File: src/rtl/sof_tmr_pkg.sv
package sof_tmr_pkg;
  localparam int unsigned SOF_BYTE_W = 8;

  typedef enum logic {
    REG_HI = 1'b0,
    REG_LO = 1'b1
  } sof_reg_e;
endpackage

File: src/rtl/sof_cnt_core.sv
module sof_cnt_core #(
  parameter int unsigned BYTE_W = 8,
  localparam int unsigned CNT_W = 2 * BYTE_W
) (
  input  logic              clk,
  input  logic              rst_n,
  input  logic              run,
  input  logic              clr,
  input  logic              restart,
  input  logic              wr_hi,
  input  logic              wr_lo,
  input  logic [BYTE_W-1:0] wdata,
  output logic [CNT_W-1:0]  cnt
);
  localparam logic [CNT_W-1:0] CNT_MAX = {CNT_W{1'b1}};

  logic at_max;
  assign at_max = (cnt == CNT_MAX);

  always_ff @(posedge clk) begin
    if (!rst_n) begin
      cnt <= '0;
    end else if (clr) begin
      cnt <= '0;
    end else if (wr_hi) begin
      cnt[CNT_W-1:BYTE_W] <= wdata;
    end else if (wr_lo) begin
      cnt[BYTE_W-1:0] <= wdata;
    end else if (restart) begin
      cnt <= '0;
    end else if (run && !at_max) begin
      cnt <= cnt + 1'b1;
    end
  end


  clear_zero_chk: assert property (@(posedge clk) disable iff (!rst_n)
    clr |=> (cnt == '0));


  hold_when_idle_chk: assert property (@(posedge clk) disable iff (!rst_n)
    (!run && !clr && !wr_hi && !wr_lo && !restart) |=> $stable(cnt));


  no_wrap_chk: assert property (@(posedge clk) disable iff (!rst_n)
    (at_max && !clr && !wr_hi && !wr_lo && !restart) |=> (cnt == CNT_MAX));


  hi_write_chk: assert property (@(posedge clk) disable iff (!rst_n)
    (wr_hi && !clr) |=> (cnt[CNT_W-1:BYTE_W] == $past(wdata))
                        && (cnt[BYTE_W-1:0] == $past(cnt[BYTE_W-1:0])));


  lo_write_chk: assert property (@(posedge clk) disable iff (!rst_n)
    (wr_lo && !wr_hi && !clr) |=> (cnt[BYTE_W-1:0] == $past(wdata))
                                  && (cnt[CNT_W-1:BYTE_W] == $past(cnt[CNT_W-1:BYTE_W])));


  sof_restart_chk: assert property (@(posedge clk) disable iff (!rst_n)
    (restart && !clr && !wr_hi && !wr_lo) |=> (cnt == '0));
endmodule

File: src/rtl/sof_miss_det.sv
module sof_miss_det #(
  parameter int unsigned CNT_W = 16
) (
  input  logic             clk,
  input  logic             rst_n,
  input  logic             run,
  input  logic [CNT_W-1:0] cnt,
  input  logic [CNT_W-1:0] limit,
  input  logic             flag_clr,
  output logic             flag
);
  logic gap_hit;
  assign gap_hit = run && (cnt >= limit);

  always_ff @(posedge clk) begin
    if (!rst_n) begin
      flag <= 1'b0;
    end else if (flag_clr) begin
      flag <= 1'b0;
    end else if (gap_hit) begin
      flag <= 1'b1;
    end
  end


  flag_clear_chk: assert property (@(posedge clk) disable iff (!rst_n)
    flag_clr |=> !flag);


  flag_set_chk: assert property (@(posedge clk) disable iff (!rst_n)
    (run && (cnt >= limit) && !flag_clr) |=> flag);


  flag_sticky_chk: assert property (@(posedge clk) disable iff (!rst_n)
    (flag && !flag_clr) |=> flag);
endmodule

File: src/rtl/sof_byte_port.sv
module sof_byte_port
  import sof_tmr_pkg::*;
#(
  parameter int unsigned BYTE_W = 8,
  localparam int unsigned CNT_W = 2 * BYTE_W
) (
  input  logic              clk,
  input  logic              rst_n,
  input  logic              bus_en,
  input  logic              bus_we,
  input  logic              bus_addr,
  input  logic [BYTE_W-1:0] bus_wdata,
  input  logic [CNT_W-1:0]  cnt,
  output logic              wr_hi,
  output logic              wr_lo,
  output logic [BYTE_W-1:0] wdata,
  output logic [BYTE_W-1:0] rdata
);
  logic              rd_hi;
  logic              rd_lo;
  logic [BYTE_W-1:0] lo_hold;
  sof_reg_e          sel;

  assign sel   = sof_reg_e'(bus_addr);
  assign rd_hi = bus_en && !bus_we && (sel == REG_HI);
  assign rd_lo = bus_en && !bus_we && (sel == REG_LO);
  assign wr_hi = bus_en && bus_we && (sel == REG_HI);
  assign wr_lo = bus_en && bus_we && (sel == REG_LO);
  assign wdata = bus_wdata;

  always_ff @(posedge clk) begin
    if (!rst_n) begin
      lo_hold <= '0;
    end else if (rd_hi) begin
      lo_hold <= cnt[BYTE_W-1:0];
    end
  end

  always_comb begin
    rdata = '0;
    if (rd_hi) begin
      rdata = cnt[CNT_W-1:BYTE_W];
    end else if (rd_lo) begin
      rdata = lo_hold;
    end
  end


  snapshot_chk: assert property (@(posedge clk) disable iff (!rst_n)
    rd_hi |=> (lo_hold == $past(cnt[BYTE_W-1:0])));


  hold_stable_chk: assert property (@(posedge clk) disable iff (!rst_n)
    !rd_hi |=> $stable(lo_hold));


  idle_zero_chk: assert property (@(posedge clk) disable iff (!rst_n)
    (!bus_en || bus_we) |-> (rdata == '0));
endmodule

File: src/rtl/sof_interval_timer.sv
module sof_interval_timer #(
  parameter int unsigned BYTE_W = 8,
  localparam int unsigned CNT_W = 2 * BYTE_W
) (
  input  logic              clk,
  input  logic              rst_n,
  input  logic              ctl_run,
  input  logic              ctl_clear,
  input  logic              ctl_auto,
  input  logic              sof_pulse,
  input  logic [CNT_W-1:0]  sof_limit,
  input  logic              miss_clr,
  input  logic              bus_en,
  input  logic              bus_we,
  input  logic              bus_addr,
  input  logic [BYTE_W-1:0] bus_wdata,
  output logic [BYTE_W-1:0] bus_rdata,
  output logic              sof_missing
);
  logic [CNT_W-1:0]  cnt;
  logic              wr_hi;
  logic              wr_lo;
  logic [BYTE_W-1:0] wdata;
  logic              restart;

  assign restart = sof_pulse && ctl_auto;

  sof_byte_port #(.BYTE_W(BYTE_W)) u_port (
    .clk       (clk),
    .rst_n     (rst_n),
    .bus_en    (bus_en),
    .bus_we    (bus_we),
    .bus_addr  (bus_addr),
    .bus_wdata (bus_wdata),
    .cnt       (cnt),
    .wr_hi     (wr_hi),
    .wr_lo     (wr_lo),
    .wdata     (wdata),
    .rdata     (bus_rdata)
  );

  sof_cnt_core #(.BYTE_W(BYTE_W)) u_core (
    .clk     (clk),
    .rst_n   (rst_n),
    .run     (ctl_run),
    .clr     (ctl_clear),
    .restart (restart),
    .wr_hi   (wr_hi),
    .wr_lo   (wr_lo),
    .wdata   (wdata),
    .cnt     (cnt)
  );

  sof_miss_det #(.CNT_W(CNT_W)) u_miss (
    .clk      (clk),
    .rst_n    (rst_n),
    .run      (ctl_run),
    .cnt      (cnt),
    .limit    (sof_limit),
    .flag_clr (miss_clr),
    .flag     (sof_missing)
  );


  auto_off_chk: assert property (@(posedge clk) disable iff (!rst_n)
    (sof_pulse && !ctl_auto && !ctl_run && !ctl_clear && !(bus_en && bus_we))
      |=> $stable(cnt));
endmodule

File: config.mk
export PLATFORM = sky130hd
export DESIGN_NAME = sof_interval_timer
export DESIGN_NICKNAME = d
export VERILOG_FILES = /design/src/rtl/sof_tmr_pkg.sv /design/src/rtl/sof_cnt_core.sv /design/src/rtl/sof_miss_det.sv /design/src/rtl/sof_byte_port.sv /design/src/rtl/sof_interval_timer.sv
export SDC_FILE = /design/constraint.sdc
export NUM_CORES = 1
export LEC_CHECK = 0
export ABC_CLOCK_PERIOD_IN_PS = 3480
export BUFFER_PORTS_ARGS = -buffer_cell sky130_fd_sc_hd__buf_4
export CELL_PAD_IN_SITES_DETAIL_PLACEMENT = 0
export CELL_PAD_IN_SITES_GLOBAL_PLACEMENT = 1
export CORE_AREA = 2 2 90 83
export DETAILED_ROUTE_END_ITERATION = 10
export DIE_AREA = 0 0 92 85
export PLACE_DENSITY = 0.64
export SYNTH_ARGS = -nofsm -noshare
export SYNTH_HDL_FRONTEND = slang
export SYNTH_SLANG_ARGS = --single-unit
File: constraint.sdc
create_clock -name clk -period 3.48 [get_ports clk]
set_input_delay 0.522 -clock clk [delete_from_list [all_inputs] [get_ports clk]]
set_output_delay 0.522 -clock clk [all_outputs]
set_load 0.1 [all_outputs]
== Word level (Yosys, flattened, before mapping) ==
Index checks and enable logic that the tools add are counted.

* Word-level logic and storage cells: 35
* Register bits after elaboration: 25
* Input bits: 34
* Output and inout bits: 9

* Multiplexer cells: 7
* Magnitude comparators: 1
* Reduce and logical (&&, ||, !) cells: 17
* Bitwise operators: 3
* Add/sub/neg operators: 1
* Eq/ne operators: 2

{| class="wikitable"
|+ Operators with widths
! cell !! number
|-
| 8-bit two-way mux || 5
|-
| 16-bit two-way mux || 2
|-
| 16-bit by 1-bit adder with 16-bit output, second input constant || 1
|-
| 16-bit == test, second input constant || 1
|-
| 16-bit >= comparator || 1
|-
| 1-bit logical AND || 9
|-
| 3-bit nonzero test || 2
|-
| 2-bit AND reduction || 2
|-
| 2-bit OR reduction || 2
|-
| 1-bit NOT || 3
|-
| 1-bit zero test || 2
|-
| 2-bit by 1-bit != test with 1-bit output, second input constant || 1
|}

== Longest topological paths before layout ==
Gate-level depths: netlist (run 1).

* Depth in word-level cells: 7
* Gate-level depth with buffers: 8
* Mapped depth without buffers: 7

== Modules after synthesis ==
From an unflattened synthesis (run 1), not the netlist that was laid out.

* Cells, all modules: 263
* Area, all modules: 2080.7 um^2

{| class="wikitable"
|+ Modules (own cells, without submodules)
! module !! cells each !! area each (um^2) !! times used
|-
| sof_cnt_core || 135 || 1099.8 || 1
|-
| sof_byte_port || 66 || 540.5 || 1
|-
| sof_miss_det || 61 || 434.2 || 1
|-
| sof_interval_timer || 1 || 6.3 || 1
|}

== Worst setup path after synthesis (run 1) ==
OpenSTA, ideal clock, no wires.

* Path kind: in2out
* Start point: input bus_addr
* End point: output bus_rdata[0]
* Path slack: 0.540 ns
* Arrival: 2.418 ns
* Data required time: 2.958 ns
* Cell stages on the path: 4
* Path through: buf_6 -> clkbuf_1 -> mux2i_1 -> nor2_1

* Word-level cells in the longest chain between the ends: 3

{| class="wikitable"
|+ RTL lines
! item !! line !! text
|-
| from (decl) || sof_interval_timer.sv:15 || <nowiki>input logic bus_addr,</nowiki>
|-
| 1-bit logical AND or 1-bit NOT (tied branches) || sof_byte_port.sv:26, sof_byte_port.sv:25 ||
|-
| 8-bit two-way mux or 1-bit logical AND (tied branches) || sof_byte_port.sv:43, sof_byte_port.sv:25 ||
|-
| 8-bit two-way mux * || sof_byte_port.sv:41 || <nowiki>if (rd_hi) begin</nowiki>
|-
| to (decl) || sof_interval_timer.sv:17 || <nowiki>output logic [BYTE_W-1:0] bus_rdata,</nowiki>
|}

Mark *: on every way between the ends. The rest lies on a longest branch, timed or not.

== Worst setup path after layout (run 1) ==
* Start point: register u_core.cnt[1]
* End point: register u_core.cnt[13]

* Word-level cells in the longest chain between the ends: 5

{| class="wikitable"
|+ RTL lines
! item !! line !! text
|-
| from (decl) || sof_cnt_core.sv:13 || <nowiki>output logic [CNT_W-1:0] cnt</nowiki>
|-
| from (signal, indexed assignment) || sof_cnt_core.sv:26 || <nowiki>cnt[CNT_W-1:BYTE_W] <= wdata;</nowiki>
|-
| from (signal, indexed assignment) || sof_cnt_core.sv:28 || <nowiki>cnt[BYTE_W-1:0] <= wdata;</nowiki>
|-
| from (signal assigned) || sof_cnt_core.sv:32 || <nowiki>cnt <= cnt + 1'b1;</nowiki>
|-
| 16-bit by 1-bit adder with 16-bit output or 16-bit == test (tied branches) || sof_cnt_core.sv:32, sof_cnt_core.sv:18 ||
|-
| 16-bit two-way mux or 1-bit zero test (tied branches) || sof_cnt_core.sv:31 || <nowiki>end else if (run && !at_max) begin</nowiki>
|-
| 16-bit two-way mux or 1-bit logical AND (tied branches) || sof_cnt_core.sv:29, sof_cnt_core.sv:31 ||
|-
| 8-bit two-way mux or 3-bit nonzero test (tied branches) || - ||
|-
| 8-bit two-way mux or 2-bit AND reduction (tied branches) || - ||
|}

Several ways; a longest one is shown, not always the timed one. The select of a mux whose other input is x is not followed.
A chain may end at the register's enable or synchronous reset.

==> flow_summary.yaml, run 1 <==
floorplan:
  die_y_um: 85
  num_rows: 29
  die_w_um: 92
  ios: 43
  start_util_pct: 29.3
  coreArea_um2: 6890
  die_area_um2: 7820
synth:
  synth_flop_cell: "dfxtp_1"
  ys_types: 48
  postSynthCellCount: 258
  yosys_warnings: 0
  ys_async_sr_fraction_pct: 0
  synth_fp_nets: 309
  synth-seq-cells: 25
  synth_area_um2: 2020
  synth_edf_count: 0
  ys_seq_area_share_pct: 24.8
  postSynthAreaPerCell_um2: 7.83
power_and_ir_drop:
  p_sw_share_pct: 31.1
  p_leak_nw: 1.02
  irDropWorstVdd_mv: 0.114
  p_sw_uw: 199
  seq_power_share_pct: 48.3
  pwr-share-comb_pct: 22.1
  p_int_uw: 440
  clkPwrFrac_pct: 29.5
  p_per_area_nw_per_um2: 268
critical_path:
  slowest_delay_ns: 0.46
  startpoint_type: "register"
  critPathBufInv: 0
  crit_slowest_cell: "or4_4"
  worstPathCellList: "ha_1 > nand4_1 > or4_4 > a31o_4 > a311oi_1 > nor3_1"
  rr_worst_depth: 6
  path_class: "reg2reg"
  rr_startpoint: "u_core.cnt[1]"
  cp.arrival_ns: 2.46
  regToRegEndpoint: "u_core.cnt[13]"
  end_kind: "register"
  reg2reg_slack_ns: 1.19
  path_delay_family: "simple AND/OR/NAND/NOR gates"
  required_ns: 3.65
  critical_path_peak_fanout: 14
sta:
  drv_slew: 0
  setup_viol: 0
  max_freq_ghz: 0.437
  tightestPinTransition_ns: 0.903
  period_share_pct: 65.7
  finalClockSkew_ns: 0.00655
  finalWorstSetupSlack_ns: 1.19
  fin_tns_setup_ns: 0
  rsz0062_at_grt: "no"
  hold_viol: 0
  relSlewSlack_pct: 39.7
  period_needed_ns: 2.29
clocking:
  h-tree-depth: 1
  numCtsBuffers: 3
  clock-sinks: 25
  cts_resized: 0
  cts.clk_slew.worst_paths_ns: 0.10
  clockRootBuffer: "clkbuf_8"
  cts.path.max_buffers: 2
  clock_latency_ns: 0.28
  cts_hold_buf: 0
  cts_tree: "built"
  post-cts-setup-buffers: 0
placement:
  dpl_cell_area_um2: 2340
  hpwl_um: 4720
  port_buffers: 42
  gp_congestion: 0.842
  place_ws_ns: 1.07
finish:
  final_area_um2: 2380
  fin_util_pct: 34.5
  nets: 342
  antenna_cells: 0
  drive_above_1_share_pct: 18.3
  area_growth_pct: 17.9
  mostFrequentLayoutCell: "buf_4"
  final_cell_mix: "42 x buf_4, 26 x nand2_1, 25 x dfxtp_1, 22 x nor2_1, 22 x o21ai_0"
global_route:
  grt_use_total_pct: 16.0
  antenna_found_initial: 0
  grt_first_pass_wirelength_um: 10000
  grt_start_max_net_pins: 22
  grt_pass1_vias: 1954
  gr-total-overflow: 0
routing:
  wl_per_cell_um: 16.0
  drc: 0
  vias_per_cell: 5.29
  drtAntennaViolNets: 0
  drt_pass1_iterations: 5
  drtIter0Drc: 164
  routed_wl_um: 6110
  vias: 2025
hold_path:
  min_from: "miss_clr"
  hold_depth: 2
  hold_path.class: "in2reg"
  hold-path-endpoint: "u_miss.flag"
job:
  cap_violations: 0
run_status:
  outcome: "finished, final reports clean"
through the flow:
| stage | cells | power, mW | hold slack, ns |
|---|---|---|---|
| finish | 383 | 0.638 | 0.397 |
| global route | 383 | 0.676 | 0.395 |
| CTS | 383 | 0.644 | 0.396 |
| detailed placement | 379 | 0.457 | 0.476 |
| global placement | 379 | 0.457 | 0.467 |
| floorplan | 258 | 0.405 | 0.457 |
power by group through the flow:
| stage | clock network, mW | registers [mW] | logic (mW) |
|---|---|---|---|
| 6_report | 0.188 | 0.309 | 0.141 |
| 3_5_place_dp | 0 | 0.315 | 0.142 |
| 4_1_cts | 0.194 | 0.309 | 0.142 |
| 3_3_place_gp | 0 | 0.315 | 0.141 |
| 5_1_grt | 0.206 | 0.310 | 0.159 |
| 2_1_floorplan | 0 | 0.308 | 0.0980 |
layout make-up:
| type | count | area (um^2) |
|---|---|---|
| flip-flops and latches | 25 | 500 |
| inverters | 18 | 67.6 |
| fillers | 765 | 4510 |
| repair buffers | 42 | 315 |
| clock buffers | 4 | 45.0 |
| well taps | 93 | 116 |
| multi-input cells | 201 | 1340 |
how the worst max path moves through the flow:
stage                        startpoint              to  cells after the start
after floorplan                bus_addr    bus_rdata[0]                      4
after global placement     sof_limit[0]     u_miss.flag                      7
after detailed placement   sof_limit[0]     u_miss.flag                      7
after CTS                 u_core.cnt[0]     u_miss.flag                      7
after global routing      u_core.cnt[0]     u_miss.flag                      7
final                     u_core.cnt[1]  u_core.cnt[13]                      6
Yosys cell counts (2+ instances only):
cell type	count	share of area, %
mux2i_1	8	4.0
nand2b_1	5	1.5
a21o_1	2	0.74
nand4_1	8	2.5
nor3_1	2	0.50
buf_6	6	3.3
a2111oi_0	2	0.87
nor2_1	22	4.1
and2_1	3	0.93
a311oi_1	4	1.7
dfxtp_1	25	25
nand2_1	26	4.8
o211ai_1	2	0.74
and3_1	2	0.62
o21ai_0	22	5.5
nand3_1	12	3.0
clkbuf_1	6	1.1
ha_1	17	11
a21boi_0	8	3.0
xnor2_1	6	2.6
a31o_4	2	1.7
a211oi_1	4	1.5
a21oi_1	16	4.0
a22oi_1	7	2.6
inv_1	18	3.3
cell families after synthesis:
logic type               Yosys count  synth area share, %
adder cells (fa/ha/maj)           17                 10.5
multiplexers                       8                 3.97
XOR/XNOR                           6                 2.60
buffers and inverters             32                 9.05
AND/OR/NAND/NOR                   91                 22.6
flip-flops                        25                 24.8
AO/OA/AOI/OAI                     79                 26.5
per-layer routing:
layer | up-vias | routed length [um] | track usage (%)
met2 | 67 | 2650 | 25.7
li1 | 1003 | - | -
met4 | 0 | 36 | 2.44
met3 | 4 | 416 | 2.93
met5 | - | 0 | 0
met1 | 951 | 3010 | 22.9
state kept, by name, summed over array words and instances, names as in the netlist:
register and cells:
u_miss.flag 1, u_port.lo_hold 8, u_core.cnt 16
Note: power is estimated with default switching activity, not from simulation.
==> run 2, diff against run 1 <==
--- a/config.mk
+++ b/config.mk
@@ -5,7 +5,7 @@
 export SDC_FILE = /design/constraint.sdc
 export NUM_CORES = 1
 export LEC_CHECK = 0
-export ABC_CLOCK_PERIOD_IN_PS = 3480
+export ABC_CLOCK_PERIOD_IN_PS = 2350
 export BUFFER_PORTS_ARGS = -buffer_cell sky130_fd_sc_hd__buf_4
 export CELL_PAD_IN_SITES_DETAIL_PLACEMENT = 0
 export CELL_PAD_IN_SITES_GLOBAL_PLACEMENT = 1
==> constraint.sdc (replaced) <==
create_clock -name clk -period 2.35 [get_ports clk]
set_input_delay 0.3525 -clock clk [delete_from_list [all_inputs] [get_ports clk]]
set_output_delay 0.3525 -clock clk [all_outputs]
set_load 0.1 [all_outputs]
==> run 2 against run 1 <==
  * Clock skew grew 0.0018 ns
  * Cell area increased by 5.6%
  * Register-to-register slack lost 0.93 ns
  * Combinational power rose by 67%
  * Critical path type unchanged
==> flow_summary.yaml, run 2 (synthesized netlist as in run 1, its figures left out) <==
sta:
  period_needed_ns: 2.09
  period_share_pct: 88.8
  max_freq_ghz: 0.479
  drv_slew: 0
  relSlewSlack_pct: 66.5
  rsz0062_at_grt: "no"
  finalWorstSetupSlack_ns: 0.263
  whs_ns: 0.237
  tightestPinTransition_ns: 0.501
  hold_viol: 0
  fin_tns_setup_ns: 0
  finalClockSkew_ns: 0.00835
  setup_viol: 0
routing:
  drt_pass1_iterations: 4
  vias_per_cell: 5.13
  vias: 2040
  drtIter0Drc: 155
  wl_per_cell_um: 15.5
  routed_wl_um: 6170
  drc: 0
  drtAntennaViolNets: 0
floorplan:
  coreArea_um2: 6890
  ios: 43
  die_area_um2: 7820
  num_rows: 29
  die_w_um: 92
  start_util_pct: 29.3
  die_y_um: 85
placement:
  port_buffers: 42
  gp_congestion: 0.858
  place_ws_ns: 0.274
  hpwl_um: 4940
global_route:
  grt_use_total_pct: 16.5
  grt_first_pass_wirelength_um: 10200
  grt_pass1_vias: 2022
  antenna_found_initial: 0
  grt_use_met1_pct: 22.5
  use_met3_pct: 2.40
  gr-total-overflow: 0
  grt_start_max_net_pins: 22
  met2_usage_pct: 27.9
  top_usage_layer: "met2"
clocking:
  cts_resized: 0
  clock-sinks: 25
  post-cts-setup-buffers: 0
  cts_tree: "built"
  h-tree-depth: 1
  cts_hold_buf: 0
  cts.clk_slew.worst_paths_ns: 0.10
  cts.path.max_buffers: 2
  clock_latency_ns: 0.27
  numCtsBuffers: 3
  clockRootBuffer: "clkbuf_8"
power_and_ir_drop:
  p_sw_uw: 286
  p_per_area_nw_per_um2: 377
  pwr-share-comb_pct: 24.8
  p_sw_share_pct: 30.1
  clkPwrFrac_pct: 28.2
  finalPower_uw: 948
  irDropWorstVdd_mv: 0.215
  seq_power_share_pct: 47.0
  p_int_uw: 662
  p_leak_nw: 1.09
critical_path:
  path_class: "reg2reg"
  end_kind: "register"
  rr_worst_depth: 8
  slowest_delay_ns: 0.41
  worstPathCellList: "inv_1 > ha_1 > nand2b_1 > a2111oi_0 > a2111oi_0 > buf_4 > o41ai_1 > nor4b_1"
  required_ns: 2.51
  startpoint_type: "register"
  crit_slowest_cell: "dfxtp_1"
  critical_path_peak_fanout: 5
  cp.arrival_ns: 2.24
  cpMostUsedCell: "a2111oi_0"
finish:
  antenna_cells: 0
  largest_register_ffs: 16
  drive_above_1_share_pct: 24.9
  regMostFlops: "u_core.cnt"
  mostFrequentLayoutCell: "buf_4"
  area_growth_pct: 24.5
  final_cell_mix: "57 x buf_4, 26 x nand2_1, 25 x dfxtp_1, 22 x o21ai_0, 18 x inv_1"
  nets: 357
  top_regs: "u_core.cnt (16), u_port.lo_hold (8), u_miss.flag (1)"
  fin_util_pct: 36.5
run_status:
  outcome: "finished, final reports clean"
job:
  cap_violations: 0
hold_path:
  hold_path.class: "in2reg"
  hold_depth: 2
run 2: power groups by stage:
| stage | Combinational, mW | Clock (mW) | Sequential (mW) |
|---|---|---|---|
| after detailed placement | 0.235 | 0 | 0.456 |
| final | 0.235 | 0.267 | 0.446 |
| after CTS | 0.236 | 0.281 | 0.446 |
| after floorplan | 0.147 | 0 | 0.455 |
| after global placement | 0.236 | 0 | 0.455 |
| after global routing | 0.264 | 0.293 | 0.447 |
run 2: worst paths after layout:
kind | to | start | slack [ns]
hold / removal | u_miss.flag | miss_clr | 0.24
setup / recovery | u_miss.flag | u_core.cnt[0] | 0.26
setup reg to reg | u_miss.flag | u_core.cnt[0] | 0.26
hold reg to reg | u_port.lo_hold[5] | u_port.lo_hold[5] | 0.49
run 2: per-layer routing:
layer  vias to the layer above  routed length, um
met5                         -                  0
met4                         0                 23
met3                         2                359
met2                        57               2880
met1                       950               2900
li1                       1031                  -
run 2: through the flow:
stage	area (um^2)	std cells
floorplan	2040	258
global placement	2470	394
detailed placement	2470	394
CTS	2510	398
global route	2510	398
finish	2510	398
run 2: cell type report:
| type | count | area [um^2] |
|---|---|---|
| Sequential cell | 25 | 500 |
| Clock buffer | 4 | 45.0 |
| Multi-Input combinational cell | 201 | 1360 |
| Inverter | 18 | 67.6 |
| Tap cell | 93 | 116 |
| Timing Repair Buffer | 57 | 428 |
| Fill cell | 775 | 4380 |
run 2: worst max-delay path: cells and delay by family (launching register included):
kind	cells	cell delay [ns]
DFF	1	0.41
adders and majority gates	1	0.26
AOI/OAI and AO/OA	3	0.82
buffers and inverters	2	0.26
and+or+nand+nor	2	0.22
==> run 3, diff against run 2 <==
--- a/config.mk
+++ b/config.mk
@@ -12,7 +12,7 @@
 export CORE_AREA = 2 2 90 83
 export DETAILED_ROUTE_END_ITERATION = 10
 export DIE_AREA = 0 0 92 85
-export PLACE_DENSITY = 0.64
+export PLACE_DENSITY_LB_ADDON = 0.05
 export SYNTH_ARGS = -nofsm -noshare
 export SYNTH_HDL_FRONTEND = slang
 export SYNTH_SLANG_ARGS = --single-unit
==> run 3 against run 2 <==
  * Combinational power is essentially flat
  * Count of clock-buffer cells in the layout is the same
  * First-iteration DRC count shrank 37%
  * Sequential power is essentially flat
  * Utilization is the same
  * Sequential share of layout area is the same
  * Worst hold slack lost 0.016 ns
  * Wire length grew 4.5%
  * Highest routed layer unchanged
  * Clock power grew 6%
  * Cell count is the same
==> flow_summary.yaml, run 3 (synthesized netlist as in run 1, its figures left out) <==
clocking:
  post-cts-setup-buffers: 0
  cts_tree: "built"
  clock_latency_ns: 0.28
  cts.path.max_buffers: 2
  cts.clk_slew.worst_paths_ns: 0.10
  numCtsBuffers: 3
  clock-sinks: 25
  h-tree-depth: 1
  cts_hold_buf: 0
  cts_resized: 0
  clockRootBuffer: "clkbuf_8"
sta:
  hold_viol: 0
  fin_tns_setup_ns: 0
  drv_slew: 0
  tightestPinTransition_ns: 0.661
  rsz0062_at_grt: "no"
  max_freq_ghz: 0.477
  finalClockSkew_ns: 0.00366
  relSlewSlack_pct: 55.9
  period_share_pct: 89.2
  period_needed_ns: 2.10
  setup_viol: 0
critical_path:
  startpoint_type: "register"
  required_ns: 2.52
  rr_startpoint: "u_core.cnt[7]"
  path_class: "reg2reg"
  regToRegEndpoint: "u_core.cnt[13]"
  rr_worst_depth: 5
  reg2reg_slack_ns: 0.25
  end_kind: "register"
  cp.arrival_ns: 2.27
  critical_path_peak_fanout: 14
power_and_ir_drop:
  seq_power_share_pct: 46.4
  p_sw_uw: 303
  p_leak_nw: 1.09
  irDropWorstVdd_mv: 0.142
  pwr-share-comb_pct: 24.3
  p_int_uw: 662
  p_per_area_nw_per_um2: 384
  p_sw_share_pct: 31.4
  clkPwrFrac_pct: 29.3
placement:
  port_buffers: 42
  gp_congestion: 0.796
  dpl_cell_area_um2: 2470
  hpwl_um: 5080
hold_path:
  min_from: "miss_clr"
  hold-path-endpoint: "u_miss.flag"
  hold_path.class: "in2reg"
  hold_depth: 2
finish:
  final_area_um2: 2510
  largest_register_ffs: 16
  regMostFlops: "u_core.cnt"
  top_regs: "u_core.cnt (16), u_port.lo_hold (8), u_miss.flag (1)"
  fin_util_pct: 36.5
  nets: 357
  area_growth_pct: 24.5
  mostFrequentLayoutCell: "buf_4"
  final_cell_mix: "57 x buf_4, 26 x nand2_1, 25 x dfxtp_1, 22 x o21ai_0, 18 x inv_1"
  drive_above_1_share_pct: 24.9
  antenna_cells: 0
global_route:
  grt_use_total_pct: 16.9
  grt_start_max_net_pins: 22
  grt_first_pass_wirelength_um: 10400
  antenna_found_initial: 0
  grt_pass1_vias: 1918
  gr-total-overflow: 0
routing:
  vias_per_cell: 5.05
  drtIter0Drc: 98
  wl_per_cell_um: 16.2
  drc: 0
  wl_met1_um: 3160
  routed_wl_um: 6440
  highest_layer: "met4"
  wl_met2_um: 2730
  drt_pass1_iterations: 4
  drtAntennaViolNets: 0
  vias: 2010
  wl_met3_um: 472
floorplan:
  num_rows: 29
  die_y_um: 85
  start_util_pct: 29.3
  coreArea_um2: 6890
  die_area_um2: 7820
  die_w_um: 92
  ios: 43
job:
  cap_violations: 0
run_status:
  outcome: "finished, final reports clean"
==> run 3: cell counts in the layout (fill, tap and decap cells not counted) <==
No cell type changed its count.
==> run 3: routing by layer <==
layer  up-vias  global-route usage (%)
met2        61                    26.1
met1       915                    24.5
met4         0                    4.07
li1       1028                       -
met3         6                    3.20
met5         -                       0
==> run 3: stage by stage <==
step | cells | hold WS (ns) | setup WS, ns | total power, mW
after floorplan | 258 | 0.429 | 0.192 | 0.602
after global placement | 394 | 0.472 | 0.286 | 0.694
after detailed placement | 394 | 0.480 | 0.289 | 0.691
after CTS | 398 | 0.213 | 0.274 | 0.975
after global routing | 398 | 0.236 | 0.0926 | 1.01
final | 398 | 0.221 | 0.253 | 0.965
==> run 3: area by class of cell <==
cell class,count,area (um^2)
Fill cell,739,4380
Multi-Input combinational cell,201,1360
Sequential cell,25,500
Timing Repair Buffer,57,428
Tap cell,93,116
Inverter,18,67.6
Clock buffer,4,45.0
==> run 3: power by group through the flow <==
| stage | logic, mW | clock network, mW | registers (mW) |
|---|---|---|---|
| after floorplan | 0.147 | 0 | 0.455 |
| after global placement | 0.237 | 0 | 0.457 |
| after detailed placement | 0.233 | 0 | 0.458 |
| after CTS | 0.234 | 0.293 | 0.448 |
| after global routing | 0.260 | 0.300 | 0.449 |
| final | 0.234 | 0.283 | 0.448 |
==> run 3: critical path: stages, from the launching register on <==
cell and delay, ns:
dfxtp_1 0.50, nand4_2 0.19, or4_4 0.60, a31o_4 0.32, a311oi_1 0.29, nor3_1 0.09
==> run 3: worst max-delay path by stage <==
stage / slack (ns) / startpoint / cells after the start / endpoint
2_1_floorplan: 0.19 / bus_addr / 4 / bus_rdata[0]
3_3_place_gp: 0.29 / sof_limit[0] / 8 / u_miss.flag
3_5_place_dp: 0.29 / sof_limit[0] / 8 / u_miss.flag
4_1_cts: 0.27 / u_core.cnt[7] / 5 / u_core.cnt[13]
5_1_grt: 0.09 / u_core.cnt[7] / 5 / u_core.cnt[13]
6_report: 0.25 / u_core.cnt[7] / 5 / u_core.cnt[13]
